## config.mk

```make
export PLATFORM = sky130hd
export DESIGN_NAME = burst_sclk_gen
export DESIGN_NICKNAME = d
export VERILOG_FILES = /design/src/rtl/burst_pkg.sv /design/src/rtl/burst_window.sv /design/src/rtl/pulse_divider.sv /design/src/rtl/burst_sclk_gen.sv
export SDC_FILE = /design/constraint.sdc
export NUM_CORES = 1
export LEC_CHECK = 0
export ABC_AREA = 1
export BUFFER_PORTS_ARGS = -buffer_cell sky130_fd_sc_hd__buf_2
export CAP_MARGIN = 10
export CORE_MARGIN = 2
export CORE_UTILIZATION = 61
export CTS_CLUSTER_DIAMETER = 120
export CTS_CLUSTER_SIZE = 14
export DETAILED_ROUTE_END_ITERATION = 7
export PLACE_DENSITY_LB_ADDON = 0.2
export SYNTH_ARGS = -nofsm -noshare
export SYNTH_HDL_FRONTEND = slang
export SYNTH_SLANG_ARGS = --single-unit
```

## constraint.sdc

```tcl
create_clock -name clk_i -period 2.4 [get_ports clk_i]
set_input_delay 0.12 -clock clk_i [delete_from_list [all_inputs] [get_ports clk_i]]
set_output_delay 0.12 -clock clk_i [all_outputs]
set_load 0.01 [all_outputs]
```

## src/rtl/burst_pkg.sv

```systemverilog
package burst_pkg;
  localparam int unsigned PULSE_PERIOD = 3;
  localparam int unsigned PULSE_HIGH   = 2;
  localparam int unsigned BPW_MIN      = 6;
  localparam int unsigned BPW_MAX      = 19;
endpackage

```

## src/rtl/burst_window.sv

```systemverilog
module burst_window #(
  parameter int unsigned WORDS_W = 15,
  parameter int unsigned PRE_W   = 6
) (
  input  logic               clk_i,
  input  logic               rst_ni,
  input  logic               load_i,
  input  logic [WORDS_W-1:0] words_i,
  input  logic [PRE_W-1:0]   word_len_i,
  output logic               busy_o,
  output logic               done_o
);
  logic [WORDS_W-1:0] words_q, wcnt_q;
  logic [PRE_W-1:0]   len_q, pre_q;
  logic               busy_q, done_q;

  always_ff @(posedge clk_i or negedge rst_ni) begin
    if (!rst_ni) begin
      words_q <= '0;
      wcnt_q  <= '0;
      len_q   <= '0;
      pre_q   <= '0;
      busy_q  <= 1'b0;
      done_q  <= 1'b0;
    end else begin
      done_q <= 1'b0;
      if (load_i) begin
        // all phase state cleared at start
        pre_q   <= '0;
        wcnt_q  <= '0;
        words_q <= words_i;
        len_q   <= word_len_i;
        if (words_i == '0) done_q <= 1'b1;
        else               busy_q <= 1'b1;
      end else if (busy_q) begin
        if (pre_q == len_q - 1'b1) begin
          pre_q <= '0;
          if (wcnt_q == words_q - 1'b1) begin
            busy_q <= 1'b0;
            done_q <= 1'b1;
          end else begin
            wcnt_q <= wcnt_q + 1'b1;
          end
        end else begin
          pre_q <= pre_q + 1'b1;
        end
      end
    end
  end

  assign busy_o = busy_q;
  assign done_o = done_q;

  p_pre_bound_r2: assert property (@(posedge clk_i) disable iff (!rst_ni)
    busy_q |-> pre_q < len_q);
  p_word_bound_r4: assert property (@(posedge clk_i) disable iff (!rst_ni)
    busy_q |-> wcnt_q < words_q);
  p_done_after_busy_r5: assert property (@(posedge clk_i) disable iff (!rst_ni)
    $fell(busy_q) |-> done_q);
  p_done_idle_r5: assert property (@(posedge clk_i) disable iff (!rst_ni)
    done_q |-> !busy_q);
endmodule

```

## src/rtl/pulse_divider.sv

```systemverilog
module pulse_divider #(
  parameter int unsigned PERIOD = 3,
  parameter int unsigned HIGH   = 2
) (
  input  logic clk_i,
  input  logic rst_ni,
  input  logic clear_i,
  input  logic gate_i,
  output logic sclk_o
);
  localparam int unsigned PH_W = (PERIOD > 1) ? $clog2(PERIOD) : 1;
  localparam logic [PH_W-1:0] PH_LAST = PH_W'(PERIOD - 1);
  localparam logic [PH_W-1:0] PH_HIGH = PH_W'(HIGH);

  logic [PH_W-1:0] ph_q;

  always_ff @(posedge clk_i or negedge rst_ni) begin
    if (!rst_ni)           ph_q <= '0;
    else if (clear_i)      ph_q <= '0;
    else if (gate_i)       ph_q <= (ph_q == PH_LAST) ? '0 : ph_q + 1'b1;
  end

  assign sclk_o = gate_i && (ph_q < PH_HIGH);

  p_phase_wrap_r3: assert property (@(posedge clk_i) disable iff (!rst_ni)
    (gate_i && !clear_i && ph_q == PH_LAST) |=> ph_q == '0);
  p_phase_hold_r3: assert property (@(posedge clk_i) disable iff (!rst_ni)
    (!gate_i && !clear_i) |=> $stable(ph_q));
  p_phase_range_r3: assert property (@(posedge clk_i) disable iff (!rst_ni)
    ph_q <= PH_LAST);
endmodule

```

## src/rtl/burst_sclk_gen.sv

```systemverilog
module burst_sclk_gen
  import burst_pkg::*;
#(
  parameter int unsigned WORDS_W = 15,
  parameter int unsigned BPW_W   = 5
) (
  input  logic               clk_i,
  input  logic               rst_ni,
  input  logic               start_i,
  input  logic [WORDS_W-1:0] words_i,
  input  logic [BPW_W-1:0]   bpw_i,
  output logic               sclk_o,
  output logic               busy_o,
  output logic               done_o
);
  localparam int unsigned PRE_W = $clog2(PULSE_PERIOD * BPW_MAX + 1);

  logic             load;
  logic [PRE_W-1:0] bpw_eff, word_len;

  assign load = start_i && !busy_o;

  always_comb begin
    if (bpw_i < BPW_W'(BPW_MIN))      bpw_eff = PRE_W'(BPW_MIN);
    else if (bpw_i > BPW_W'(BPW_MAX)) bpw_eff = PRE_W'(BPW_MAX);
    else                              bpw_eff = PRE_W'(bpw_i);
    word_len = bpw_eff * PRE_W'(PULSE_PERIOD);
  end

  burst_window #(.WORDS_W(WORDS_W), .PRE_W(PRE_W)) u_window (
    .clk_i, .rst_ni,
    .load_i(load), .words_i, .word_len_i(word_len),
    .busy_o, .done_o
  );

  pulse_divider #(.PERIOD(PULSE_PERIOD), .HIGH(PULSE_HIGH)) u_div (
    .clk_i, .rst_ni,
    .clear_i(load), .gate_i(busy_o), .sclk_o
  );

  p_sclk_idle_r9: assert property (@(posedge clk_i) disable iff (!rst_ni)
    !busy_o |-> !sclk_o);
  p_start_busy_r7: assert property (@(posedge clk_i) disable iff (!rst_ni)
    (busy_o && start_i) |=> (busy_o || done_o));
  p_accept_r2: assert property (@(posedge clk_i) disable iff (!rst_ni)
    (load && words_i != '0) |=> busy_o && sclk_o);
  p_zero_words_r6: assert property (@(posedge clk_i) disable iff (!rst_ni)
    (load && words_i == '0) |=> done_o && !busy_o);
endmodule

```

==> results of run 1 <==
worst max-delay path: stages (launching register included):
cell	delay [ns]
dfrtp_1	0.40
inv_1	0.09
ha_1	0.20
nand2_2	0.13
nor2_2	0.16
nand2_1	0.09
nand3_1	0.12
nand2_1	0.07
nor2_1	0.13
nand2_1	0.10
o21bai_4	0.34
nand3_1	0.14
nand2_1	0.08
registers in the layout (all words and copies together), names as in the netlist:
register / cells
u_window.words_q: 15
u_window.len_q: 6
u_div.ph_q: 2
u_window.done_o: 1
u_window.wcnt_q: 15
u_window.busy_o: 1
u_window.pre_q: 6
per-layer routing:
layer	GRT usage, %	vias to the layer above
met4	6.96	0
met2	46.2	82
li1	-	1533
met3	4.07	14
met1	33.6	1418
met5	0	-
final timing paths:
kind                       slack (ns)                   to
min in group clk_i               0.02      u_window.done_o
min reg2reg                      0.48        u_div.ph_q[0]
max in group asynchronous        1.79   u_window.wcnt_q[1]
max                              0.28  u_window.wcnt_q[11]
min                             -0.03    u_window.pre_q[3]
max reg2reg                      0.28  u_window.wcnt_q[11]
area by class of cell:
class / count / area (µm²) / share of cell area, %
Multi-Input combinational cell: 343 / 1840 / 51.3
Sequential cell: 46 / 1150 / 32.1
Inverter: 66 / 248 / 6.91
Timing Repair Buffer: 28 / 148 / 4.12
Tap cell: 70 / 87.6 / 2.44
Clock buffer: 6 / 82.6 / 2.30
Clock inverter: 1 / 30.0 / 0.838
synth_stat cells:
library cell	n	area share (%)
nor4_1	1	0.19
dfrtp_1	46	35
nand2_1	127	14
xnor2_1	12	3.2
o21ai_1	2	0.30
o22ai_1	3	0.56
nand3_2	1	0.30
o21a_1	1	0.23
nor2_2	10	1.9
o21ai_0	21	3.2
or2_2	1	0.19
nor2_1	38	4.3
nand3b_1	3	0.68
inv_1	61	6.9
clkinv_1	1	0.11
inv_2	4	0.45
fa_1	1	0.60
nor3_1	11	1.7
clkbuf_1	7	0.79
o21bai_4	1	0.56
a21oi_1	7	1.1
buf_4	1	0.23
a32o_1	1	0.30
nand3_1	36	5.4
nand2_2	5	0.94
buf_6	2	0.68
nand4_1	22	4.1
nor2_4	2	0.68
o41ai_1	1	0.26
buf_2	6	0.90
ha_1	8	3.0
xor2_1	28	7.4
power by group:
part / total (mW) / switching, mW / internal (mW)
sequential: 1.09 / 0.172 / 0.917
clock: 0.589 / 0.256 / 0.333
combinational: 0.774 / 0.438 / 0.337
kinds of logic (layout without fill, tap and decap cells):
kind of cell	Yosys count	in the layout	share of synthesized area, %
compound gates	37	37	6.44
xor+xnor	40	40	10.5
fa+ha+maj	9	9	3.61
buf+inv	82	101	10.1
flops	46	46	34.6
simple gates	257	257	34.7
stage by stage:
stage	hold slack (ns)	setup WS, ns	instance area (µm²)	util, %	cells
global placement	0.341	0.352	3470	67.1	553
CTS	0.0220	0.278	3580	69.3	560
detailed placement	0.344	0.328	3470	67.1	553
floorplan	-0.176	0.597	3320	-	471
global route	0.0288	0.0782	3580	69.3	560
finish	-0.0272	0.284	3580	69.3	560
==> results.md, run 1 <==
* All-Layer GR Usage at between 20% and 30%
* Post_cts resized at 0
* Status: finished with violations
* Filler cell count at around 450
* Die area at 6050 µm²
* Crit path launch type: register
* Avg Vias per Cell at around 5.4
* Area of the core at 5170 µm²
* Routed vias at 3047
* Layout cells sized above 1 at between 10% and 20%
* DP Wirelength at ~5400 µm
* Port bufs at 25
* Max Slew Vio Count at 0
* Iteration-0 DRC Markers at roughly 210
* Worst EP arrival at between 2 and 2.5 ns
* Total power at ~2.5 mW
* Syn Inst Count at roughly 470
* Violated checks: negative hold slack
* #FFs+latches synth at 46
* Rows at 26
* H-tree depth at 2
* Clock root cell: clkbuf_8
* Origin of the critical flop-to-flop path: u_window.words_q[1]
* Final hold vios at 24
* Fmax at approximately 470 MHz
* Die X at between 70 and 80 µm
* Final worst path period share at 88.2%
* Router iterations before antenna repair at 6
* CTS buffer count at 5
* Met1 WL at approximately 3300 µm
* Setup TNS at 0 ns
* Area Overhead vs Synth at 7.87%
* Setup crit start: u_window.words_q[1]
* CTS Sinks at between 40 and 50
* DRC violations left at 0
* Worst slew margin at between 30 and 40%
* Met3 WL at ~320 µm
* CTS tree: done
* Commonest cells after routing, fill and taps aside: nand2_1, inv_1, dfrtp_1
* Worst Tran Pin Value at just over 1 ns
* Crit Path Max Fanout at 15
* Syn_area_per_cell at about 7.1 µm²
* Initial Util at ~64%
* CTS clock-pin slew for the worst setup and hold paths at about 0.080 ns
* WS Path Type: register to register
* Placer Congestion at around 0.99
* Fin crit period at 2.12 ns
* GRT Residual Overflow at 0
* Final setup vio count at 0
* Initial antenna violation count at 0
* Die Ht at 77.8 µm
* Vias in the first global route at between 2000 and 3000
* Maximum VDD drop at ~0.00065 V
* CP Capture Type: register
* Diodes inserted at 0
* Max Used Layer: met4
* Pwr/cell area at ~680 nW/µm²
* Worst Skew at roughly 0.0027 ns
* Register area share after synthesis at between 30% and 40%
* Antenna viol nets, final at 0
* Nets@finish at about 520
* Mapped Area at around 3300 µm²
* R2R depth at 12
* Yosys warning count at 0
* Most common cell after layout, fill and taps aside: nand2_1
* Largest net degree at the start of global routing at 52
* WP data required at about 2.6 ns
* Avg WL per Cell at 12.9 µm
* Hold crit path type: input pin to async pin
* Mapped Nets at just over 500
* Unique masters post-synth at 32
* First-pass GRT wire length at approximately 13000 µm
* Clk_lat worst skew at ~0.3 ns
* Post-CTS Hold Buffers at 0
* Final wirelength at approximately 7200 µm
* Clock Path Buffers at 2
* Hold Slack at -0.0272 ns
* RSZ-0062 raised after global routing: false
* Max Cap Violations at 0
* Pleak at between 1.5 and 2 nW
* Setup Buffers After CTS at 0
* Routed wl met2 at ~3600 µm
* Top-Level Pins at 26
Note: power is estimated with default switching activity, not from simulation.
==> run 2, diff against run 1 <==
- CORE_MARGIN: 2 -> unset
==> run 2 against run 1 <==
Compared with the run above:
- non-clock buffer count grew 2
- critical endpoint is now u_window.wcnt_q[7]
- critical path type unchanged
- sequential share of layout area shrank 0.16 points
- critical path depth grew 2
- worst hold slack gained 0.048 ns
- the run now ends clean
- cell count grew 0.36%
==> results.md, run 2 (synthesis gave the netlist of run 1 again) <==
* CP Capture Type: register
* Avg WL per Cell at 12.9 µm (-0.41%)
* Vias in the first global route at 2700 (-5.7%)
* Nets@finish at 524 (+0.38%)
* DP Worst Slack at 0.255 ns (-0.0729 ns)
* WP data required at 2.64 ns (about the same)
* CTS tree: done
* Top-Level Pins at 26 (unchanged)
* Router iterations before antenna repair at 4 (-2)
* Hold crit path type: input pin to register
* Placer Congestion at 0.904 (-9.0%)
* Status: complete, no violations
* Setup ws final at 0.288 ns (+0.00326 ns)
* RR Endpoint: u_window.wcnt_q[7]
* Routed vias at 2989 (-1.9%)
* Crit path launch type: register
* Top Registers: u_window.wcnt_q (15), u_window.words_q (15)
* First-pass GRT wire length at 11900 µm (-6.5%)
* DP Wirelength at 5440 µm (+0.29%)
* Final wirelength at 7240 µm (about the same)
* Fmax at 473 MHz (+0.15%)
* Antenna viol nets, final at 0 (unchanged)
* DRC violations left at 0 (unchanged)
* Iteration-0 DRC Markers at 226 (+8.7%)
* Pwr/cell area at 682 nW/µm² (-0.32%)
* Clock root cell: clkbuf_8
* Max Cap Violations at 0 (unchanged)
* Non-Filler Instances at 562 (+0.36%)
* WS Path Type: register to register
* Placed Cells at 554 (+0.18%)
* CTS Sinks at 46 (unchanged)
* Final hold vios at 0 (-100%)
* CTS buffer count at 5 (unchanged)
* All-Layer GR Usage at 27.6% (+1.3 points)
* RSZ-0062 raised after global routing: false
* Area of the core at 5170 µm² (unchanged)
* Filler cell count at 439 (-2.0%)
* Worst Skew at 0.00824 ns (+0.00553 ns)
* Maximum VDD drop at 0.000605 V (-6.6%)
* Worst EP arrival at 2.35 ns (about the same)
* Initial antenna violation count at 0 (unchanged)
* CTS clock-pin slew for the worst setup and hold paths at 0.09 ns (about the same)
* GRT Residual Overflow at 0 (unchanged)
* Final core utilization at 69.6% (+0.34 points)
* Worst slew margin at 60.4% (+28 points)
* Port bufs at 25 (unchanged)
* Min-Delay Path Depth at 2
* Rows at 26 (unchanged)
* Hold Path End: u_window.done_o
* Die Ht at 75.8 µm (-2.6%)
* Clock Path Buffers at 2 (unchanged)
* Final worst path period share at 88.0% (-0.14 points)
* Max Slew Vio Count at 0 (unchanged)
* Die X at 75.8 µm (-2.6%)
* Post-route cell area at 3600 µm² (+0.49%)
* H-tree depth at 2 (unchanged)
* Fin crit period at 2.11 ns (-0.00326 ns)
* Avg Vias per Cell at 5.32 (-2.3%)
* Initial Util at 64.2% (unchanged)
* Clk_lat worst skew at 0.30 ns (about the same)
* Multi-input logic area at 1840 µm² (unchanged)
* Die area at 5750 µm² (-5.1%)
* Diodes inserted at 0 (unchanged)
* Final setup vio count at 0 (unchanged)
* Most common cell after layout, fill and taps aside: nand2_1
* Origin of the critical flop-to-flop path: u_window.words_q[0]
* R2R depth at 14 (+2)
* Setup TNS at 0 ns (unchanged)
* Total placed instance area at 3480 µm² (+0.22%)
* Area Overhead vs Synth at 8.40%
* Register area at 1150 µm² (unchanged)
* Largest net degree at the start of global routing at 52 (unchanged)
* Worst Hold Launch: words_i[1]
* Pleak at 1.93 nW (+0.47%)
* R2R Setup Slk at 0.29 ns (about the same)
* Commonest cells after routing, fill and taps aside: nand2_1, inv_1, dfrtp_1
* Layout cells sized above 1 at 12.2% (+0.15 points)
* Crit Path Max Fanout at 15 (unchanged)
* Worst Tran Pin Value at 0.593 ns (-0.417 ns)
[run 2: cell count changes in the layout (fill, tap and decap cells not counted), sizes merged]
| cell | change |
|---|---|
| buf | +1 |
| dlygate4sd3 | +1 |
[run 2: repair_timing]
action | 4_1_cts | 5_1_grt
hold buffers | 1 | 0
endpoints found under the hold margin | 46 | 0
setup buffers | 0 | 0
endpoints found under the setup margin | 0 | 0
resized for setup | 0 | 0
[run 2: worst max-delay path, stage by stage (launching register included)]
cell      delay (ns)
dfrtp_1         0.42
inv_2           0.08
ha_1            0.19
nand2_2         0.14
inv_2           0.09
nand2_1         0.05
nand2_1         0.05
nand2_1         0.05
nor2_1          0.14
nand2_1         0.07
nor2_1          0.10
nand2_1         0.09
o21bai_4        0.34
nand3_1         0.15
nand2_1         0.09
[run 2: power breakdown]
part           switching (mW)  total, mW  leakage (nW)  internal [mW]
registers               0.171       1.09         0.583          0.917
logic                   0.437      0.775          1.29          0.338
clock network           0.259      0.593        0.0573          0.333
total                   0.868       2.46          1.93           1.59
[run 2: per-layer routing]
metal	wire length, µm	track usage, %
met5	0	0
met4	59	6.58
met3	419	4.50
met2	3500	49.0
met1	3270	34.9
[run 2: final cells by class]
cell class | count | area share, %
Tap cell | 70 | 2.43
Clock buffer | 6 | 2.29
Sequential cell | 46 | 32.0
Inverter | 66 | 6.88
Timing Repair Buffer | 30 | 4.58
Multi-Input combinational cell | 343 | 51.0
Clock inverter | 1 | 0.834
[run 2: through the flow]
stage,hold WS [ns],power (mW)
floorplan,-0.176,1.68
global placement,0.247,1.84
detailed placement,0.248,1.88
CTS,0.0239,2.46
global route,0.0357,2.63
finish,0.0212,2.46
[run 2: worst max-delay path by stage]
| stage | startpoint | endpoint | slack (ns) |
|---|---|---|---|
| after floorplan | u_window.words_q[0] | u_window.wcnt_q[11] | 0.60 |
| after global routing | u_window.words_q[1] | u_window.wcnt_q[4] | 0.007 |
| after CTS | u_window.words_q[0] | u_window.wcnt_q[4] | 0.29 |
| after global placement | bpw_i[4] | u_window.len_q[5] | 0.34 |
| final | u_window.words_q[0] | u_window.wcnt_q[7] | 0.29 |
| after detailed placement | bpw_i[4] | u_window.len_q[5] | 0.26 |
